**src/rtl/dsq_pkg.sv**
```systemverilog
package dsq_pkg;

    typedef enum logic [2:0] {
        ST_IDLE  = 3'd0,
        ST_ZERO  = 3'd1,
        ST_UP    = 3'd2,
        ST_DOWN  = 3'd3,
        ST_LATCH = 3'd4
    } dsq_state_e;

    localparam logic [3:0] BCD_MAX = 4'd9;

    // Next value of one decimal digit when it is stepped.
    function automatic logic [3:0] bcd_digit_step(input logic [3:0] dig);
        return (dig == BCD_MAX) ? 4'd0 : dig + 4'd1;
    endfunction

    // States in which the integrator is clamped to zero.
    function automatic logic is_clamped(input dsq_state_e st);
        return (st == ST_IDLE) || (st == ST_ZERO) || (st == ST_LATCH);
    endfunction

endpackage

```
**src/rtl/dsq_sync.sv**
```systemverilog
module dsq_sync #(
    parameter int STAGES = 2
) (
    input  logic clk,
    input  logic rst_n,
    input  logic d_i,
    output logic q_o
);
    logic [STAGES-1:0] sh_d, sh_q;

    always_comb begin
        sh_d = (sh_q << 1) | STAGES'(d_i);
    end

    always_ff @(posedge clk or negedge rst_n) begin
        if (!rst_n) sh_q <= '0;
        else        sh_q <= sh_d;
    end

    assign q_o = sh_q[STAGES-1];
endmodule

```
**src/rtl/dsq_bcd_counter.sv**
```systemverilog
module dsq_bcd_counter #(
    parameter int DIGITS = 4
) (
    input  logic                  clk,
    input  logic                  rst_n,
    input  logic                  clr_i,
    input  logic                  inc_i,
    output logic [4*DIGITS-1:0]   value_o,
    output logic                  full_o
);
    import dsq_pkg::*;

    logic [DIGITS-1:0] carry;
    logic [DIGITS-1:0] nine;

    assign carry[0] = inc_i;

    for (genvar g = 0; g < DIGITS; g++) begin : g_digit
        logic [3:0] dig_d, dig_q;

        always_comb begin
            dig_d = dig_q;
            if (clr_i)         dig_d = 4'd0;
            else if (carry[g]) dig_d = bcd_digit_step(dig_q);
        end

        always_ff @(posedge clk or negedge rst_n) begin
            if (!rst_n) dig_q <= 4'd0;
            else        dig_q <= dig_d;
        end

        assign nine[g]            = (dig_q == BCD_MAX);
        assign value_o[4*g +: 4]  = dig_q;

        if (g < DIGITS-1) begin : g_carry
            assign carry[g+1] = carry[g] & nine[g];
        end


        digit_range_chk: assert property (@(posedge clk) disable iff (!rst_n)
            dig_q <= BCD_MAX);
    end

    assign full_o = &nine;
endmodule

```
**src/rtl/dual_slope_seq.sv**
```systemverilog
module dual_slope_seq #(
    parameter int RUNUP_COUNT = 1000,
    parameter int AZ_CYCLES   = 8,
    parameter int DIGITS      = 4,
    parameter int SYNC_STAGES = 2
) (
    input  logic                clk,
    input  logic                rst_n,
    input  logic                run_i,
    input  logic                cmp_zero_i,
    output logic                int_zero_o,
    output logic                sel_ref_o,
    output logic                done_o,
    output logic                overrange_o,
    output logic [4*DIGITS-1:0] result_bcd_o
);
    import dsq_pkg::*;

    localparam int RW   = 4 * DIGITS;
    localparam int TMAX = (RUNUP_COUNT > AZ_CYCLES) ? RUNUP_COUNT : AZ_CYCLES;
    localparam int TW   = $clog2(TMAX + 1);
    localparam logic [TW-1:0] UP_LAST = TW'(RUNUP_COUNT - 1);
    localparam logic [TW-1:0] AZ_LAST = TW'(AZ_CYCLES - 1);
    localparam logic [RW-1:0] ALL_NINES = {DIGITS{4'h9}};

    typedef struct packed {
        dsq_state_e      state;
        logic [TW-1:0]   timer;
        logic [RW-1:0]   result;
        logic            over;
        logic            done;
    } seq_regs_t;

    seq_regs_t       r_d, r_q;
    logic            cmp_s;
    logic            in_down;
    logic            armed;
    logic            cnt_clr, cnt_inc, cnt_full;
    logic [RW-1:0]   cnt_val;

    assign in_down = (r_q.state == ST_DOWN);

    // Comparator crosses into the clock domain here.
    dsq_sync #(.STAGES(SYNC_STAGES)) u_cmp_sync (
        .clk   (clk),
        .rst_n (rst_n),
        .d_i   (cmp_zero_i),
        .q_o   (cmp_s)
    );

    // Matching delay on the run-down flag: the synchronized comparator is
    // trusted only once it carries samples taken during the run-down.
    dsq_sync #(.STAGES(SYNC_STAGES)) u_arm_dly (
        .clk   (clk),
        .rst_n (rst_n),
        .d_i   (in_down),
        .q_o   (armed)
    );

    dsq_bcd_counter #(.DIGITS(DIGITS)) u_count (
        .clk     (clk),
        .rst_n   (rst_n),
        .clr_i   (cnt_clr),
        .inc_i   (cnt_inc),
        .value_o (cnt_val),
        .full_o  (cnt_full)
    );

    always_comb begin
        r_d      = r_q;
        r_d.done = 1'b0;
        cnt_clr  = 1'b0;
        cnt_inc  = 1'b0;
        unique case (r_q.state)
            ST_IDLE: begin
                cnt_clr = 1'b1;
                if (run_i) begin
                    r_d.state = ST_ZERO;
                    r_d.timer = '0;
                end
            end
            ST_ZERO: begin
                cnt_clr = 1'b1;
                if (r_q.timer == AZ_LAST) begin
                    r_d.state = ST_UP;
                    r_d.timer = '0;
                end else begin
                    r_d.timer = r_q.timer + TW'(1);
                end
            end
            ST_UP: begin
                if (r_q.timer == UP_LAST) begin
                    r_d.state = ST_DOWN;
                    r_d.timer = '0;
                end else begin
                    r_d.timer = r_q.timer + TW'(1);
                end
            end
            ST_DOWN: begin
                if (armed) begin
                    if (cmp_s) begin
                        r_d.state  = ST_LATCH;
                        r_d.result = cnt_val;
                        r_d.over   = 1'b0;
                        r_d.done   = 1'b1;
                    end else if (cnt_full) begin
                        r_d.state  = ST_LATCH;
                        r_d.result = ALL_NINES;
                        r_d.over   = 1'b1;
                        r_d.done   = 1'b1;
                    end else begin
                        cnt_inc = 1'b1;
                    end
                end
            end
            ST_LATCH: begin
                cnt_clr   = 1'b1;
                r_d.timer = '0;
                r_d.state = run_i ? ST_ZERO : ST_IDLE;
            end
            default: begin
                r_d.state = ST_IDLE;
            end
        endcase
    end

    always_ff @(posedge clk or negedge rst_n) begin
        if (!rst_n) begin
            r_q <= '{state: ST_IDLE, timer: '0, result: '0, over: 1'b0, done: 1'b0};
        end else begin
            r_q <= r_d;
        end
    end

    assign int_zero_o   = is_clamped(r_q.state);
    assign sel_ref_o    = in_down;
    assign done_o       = r_q.done;
    assign overrange_o  = r_q.over;
    assign result_bcd_o = r_q.result;


    done_single_chk: assert property (@(posedge clk) disable iff (!rst_n)
        done_o |=> !done_o);


    result_hold_chk: assert property (@(posedge clk) disable iff (!rst_n)
        !done_o |-> ($stable(result_bcd_o) && $stable(overrange_o)));


    over_nines_chk: assert property (@(posedge clk) disable iff (!rst_n)
        overrange_o |-> (result_bcd_o == ALL_NINES));


    done_after_ref_chk: assert property (@(posedge clk) disable iff (!rst_n)
        $rose(done_o) |-> $past(sel_ref_o));


    ref_after_runup_chk: assert property (@(posedge clk) disable iff (!rst_n)
        $rose(sel_ref_o) |-> $past(!int_zero_o));
endmodule

```
**config.mk**
```make
export PLATFORM = sky130hd
export DESIGN_NAME = dual_slope_seq
export DESIGN_NICKNAME = d
export VERILOG_FILES = /design/src/rtl/dsq_pkg.sv /design/src/rtl/dsq_sync.sv /design/src/rtl/dsq_bcd_counter.sv /design/src/rtl/dual_slope_seq.sv
export SDC_FILE = /design/constraint.sdc
export NUM_CORES = 1
export LEC_CHECK = 0
export ABC_AREA = 1
export BUFFER_PORTS_ARGS = -buffer_cell sky130_fd_sc_hd__buf_2
export CAP_MARGIN = 20
export CORE_MARGIN = 2
export CORE_UTILIZATION = 59
export DETAILED_ROUTE_END_ITERATION = 10
export PLACE_DENSITY = 0.79
export SYNTH_ARGS = -nofsm -noshare
export SYNTH_HDL_FRONTEND = slang
export SYNTH_HIERARCHICAL = 1
export SYNTH_SLANG_ARGS = --single-unit
```
**constraint.sdc**
```tcl
create_clock -name clk -period 2.3 [get_ports clk]
set_input_delay 0.115 -clock clk [delete_from_list [all_inputs] [get_ports clk]]
set_output_delay 0.115 -clock clk [all_outputs]
set_load 0.01 [all_outputs]
```
==> impl_metrics.json <==
{
  "antenna_left": 0,
  "skew_ps": 10.7,
  "io_buffers": 23,
  "vdd_ir_drop_max_v": 0.000759,
  "p_total_mw": 3.21,
  "design.die.area_mm2": 0.00529,
  "routedWlPerCell_um": 14.4,
  "fill_cells": 364,
  "fin_nets": 348,
  "die_y_um": 72.7,
  "multiInputGateArea_mm2": 0.00126,
  "antenna_cells": 0,
  "grt_overflow": 0,
  "rows": 24,
  "sw_frac_of_total_pct": 42.9,
  "slew_violations": 0,
  "cts_tree": "built",
  "synth_commonest_cells": "nand2_1 (67), dfrtp_1 (51), nand3_1 (30)",
  "drc_errors": 0,
  "max_cap_viol_count": 0,
  "crit_path_end_kind": "flip-flop",
  "cts_max_level": 2,
  "slew_headroom_pct": 57.7,
  "required_ps": 2500,
  "first_pass_iters": 5,
  "synth.top_cells.by_area": "dfrtp_1 (46%), nand2_1 (9.0%), nand3_1 (5.4%), buf_4 (4.6%), nor2_1 (3.5%)",
  "p_seq_share_pct": 43.1,
  "intPower_mw": 1.83,
  "worstMarginPinSlew_ps": 635,
  "ios": 24,
  "cp_max_fo": 5,
  "path_class": "flip-flop to flip-flop",
  "first_global_vias": 2034,
  "fp.dieW_um": 72.7,
  "grt_pass1_wl_um": 9580,
  "numClockSinks": 51,
  "placedCellCount": 380,
  "ys_seq_area_share_pct": 45.8,
  "switchingPower_mw": 1.38,
  "core_area_mm2": 0.00444,
  "synthToLayoutAreaGrowth_pct": 7.19,
  "vias_per_cell": 5.70,
  "pwr-share-comb_pct": 42.2,
  "status": "complete, no violations",
  "antenna_found_initial": 0,
  "start_kind": "flip-flop",
  "cts_buffers": 5,
  "yosysWarnings": 6,
  "cts_root_buffer": "clkbuf_8",
  "ys_types": 34,
  "rsz0062_at_grt": "no",
  "postSynthCellCount": 317,
  "grt_max_degree": 52,
  "synth_area_mm2": 0.00279,
  "place_ws_ps": 124,
  "drt-total-wl_um": 5600,
  "synth-async-reset-ratio_pct": 100,
  "setup_viol": 0,
  "synth_top_area_share_pct": 45.8,
  "setup_ws_ps": 197,
  "routabilityCongestion": 0.839,
  "fin_cells": 388,
  "hold_path.class": "input port to flip-flop",
  "max_freq_ghz": 0.476,
  "yosysMostFrequentCell": "nand2_1",
  "cts.clk_slew.worst_paths_ps": 90,
  "pwr_density_cell_mw_per_mm2": 1080,
  "syn_avg_cell_area_um2": 8.79,
  "p_leak_nw": 1.51,
  "final.min_clock_period_ps": 2100,
  "regArea_mm2": 0.00128,
  "synth_fp_nets": 328,
  "start_util_pct": 62.7,
  "finish.utilization_pct": 67.2,
  "clock_latency_ps": 300,
  "vias": 2210,
  "pwr-share-clk_pct": 14.6,
  "fin_crit_sh_pct": 91.4,
  "drive_gt1_share_pct": 19.9,
  "finalSetupTns_ps": 0,
  "clk_path_buf_depth": 2,
  "finalHoldViolations": 0,
  "drt-initial-drc-count": 246,
  "yosysTopAreaCell": "dfrtp_1",
  "ys_seq_elements": 51,
  "grt_usage_pct": 23.4,
  "post-cts-setup-buffer-count": 0,
  "synth_ff_type": "dfrtp_1",
  "worstPathArrival_ps": 2300,
  "hpwl_um": 3970,
  "synth-edff-count": 0
}
[stage by stage]
stage	hold WS [ps]	cell area [um2]
2_1_floorplan	-181	2790
3_3_place_gp	224	2880
3_5_place_dp	225	2880
4_1_cts	208	2970
5_1_grt	269	2990
6_report	214	2990
[layout make-up]
class	count	share of cell area (%)
inverter	34	4.48
clock buffer	6	2.43
multi-input combinational	214	42.1
tap	52	2.18
sequential	51	42.7
timing repair buffer	31	6.04
[logic make-up after synthesis]
group	count (synthesis)	synth area share (%)
simple gates	156	27.8
flops	51	45.8
compound gates	41	10.6
buf+inv	52	9.57
xor+xnor	10	3.14
fa+ha+maj	7	3.14
[cell usage in the layout (no fill, tap or decap), drive strengths merged, types with 2 or more instances in the layout]
cell type / count
o21ai: 11
clkbuf: 6
nor2: 30
nand2: 74
o22ai: 3
o22a: 8
dlygate4sd3: 2
nand4: 10
dfrtp: 51
nor3: 6
inv: 32
a21oi: 7
o21bai: 2
nand3: 35
a22o: 8
clkinv: 2
xor2: 9
ha: 7
buf: 29
[final timing paths]
kind	start	to	slack [ps]	cells after the start
worst min register to register	u_cmp_sync/sh_q[0]	u_cmp_sync/sh_q[1]	350	0
max in group asynchronous	rst_n	r_q[30]	1420	3
worst max register to register	u_count/g_digit[2].dig_q[1]	u_count/g_digit[3].dig_q[2]	200	13
worst min-delay path	run_i	r_q[28]	210	5
worst max-delay path	u_count/g_digit[2].dig_q[1]	u_count/g_digit[3].dig_q[2]	200	13
min in group asynchronous	rst_n	r_q[24]	430	3
[metal layers]
metal | wire length [um] | up-vias | global-route usage, %
li1 | - | 1082 | -
met1 | 2570 | 1057 | 33.0
met2 | 2680 | 62 | 37.5
met3 | 266 | 9 | 4.14
met4 | 80 | 0 | 7.00
met5 | 0 | - | 0
[critical path: stages, from the launching register on]
cell and delay [ps]:
dfrtp_1 430, inv_1 100, ha_1 160, nand3_1 170, nor4_4 330, nor2_1 70, inv_1 120, nor2_1 110
inv_1 150, nor2_4 70, nand3_1 70, nand2_1 90, nand2_1 90, nand2_1 50
[power by group through the flow]
stage | clock (mW) | combinational, mW | sequential, mW
3_5_place_dp | 0 | 1.34 | 1.40
3_3_place_gp | 0 | 1.30 | 1.39
2_1_floorplan | 0 | 1.13 | 1.32
6_report | 0.470 | 1.36 | 1.39
4_1_cts | 0.481 | 1.36 | 1.38
5_1_grt | 0.519 | 1.54 | 1.43
[registers in the layout (all words and copies together), names as in the netlist]
name,cells
u_cmp_sync/sh_q,2
done_o,1
result_bcd_o,16
overrange_o,1
u_arm_dly/sh_q,2
r_q,13
u_count/g_digit.dig_q,16
[what timing repair did]
item | in CTS | in global routing
hold buffers | 2 | 0
resized for setup | 0 | 2
setup endpoints to repair | 0 | 7
endpoints found under the hold margin | 52 | 0
No activity file was read; power rests on OpenSTA's default activity.
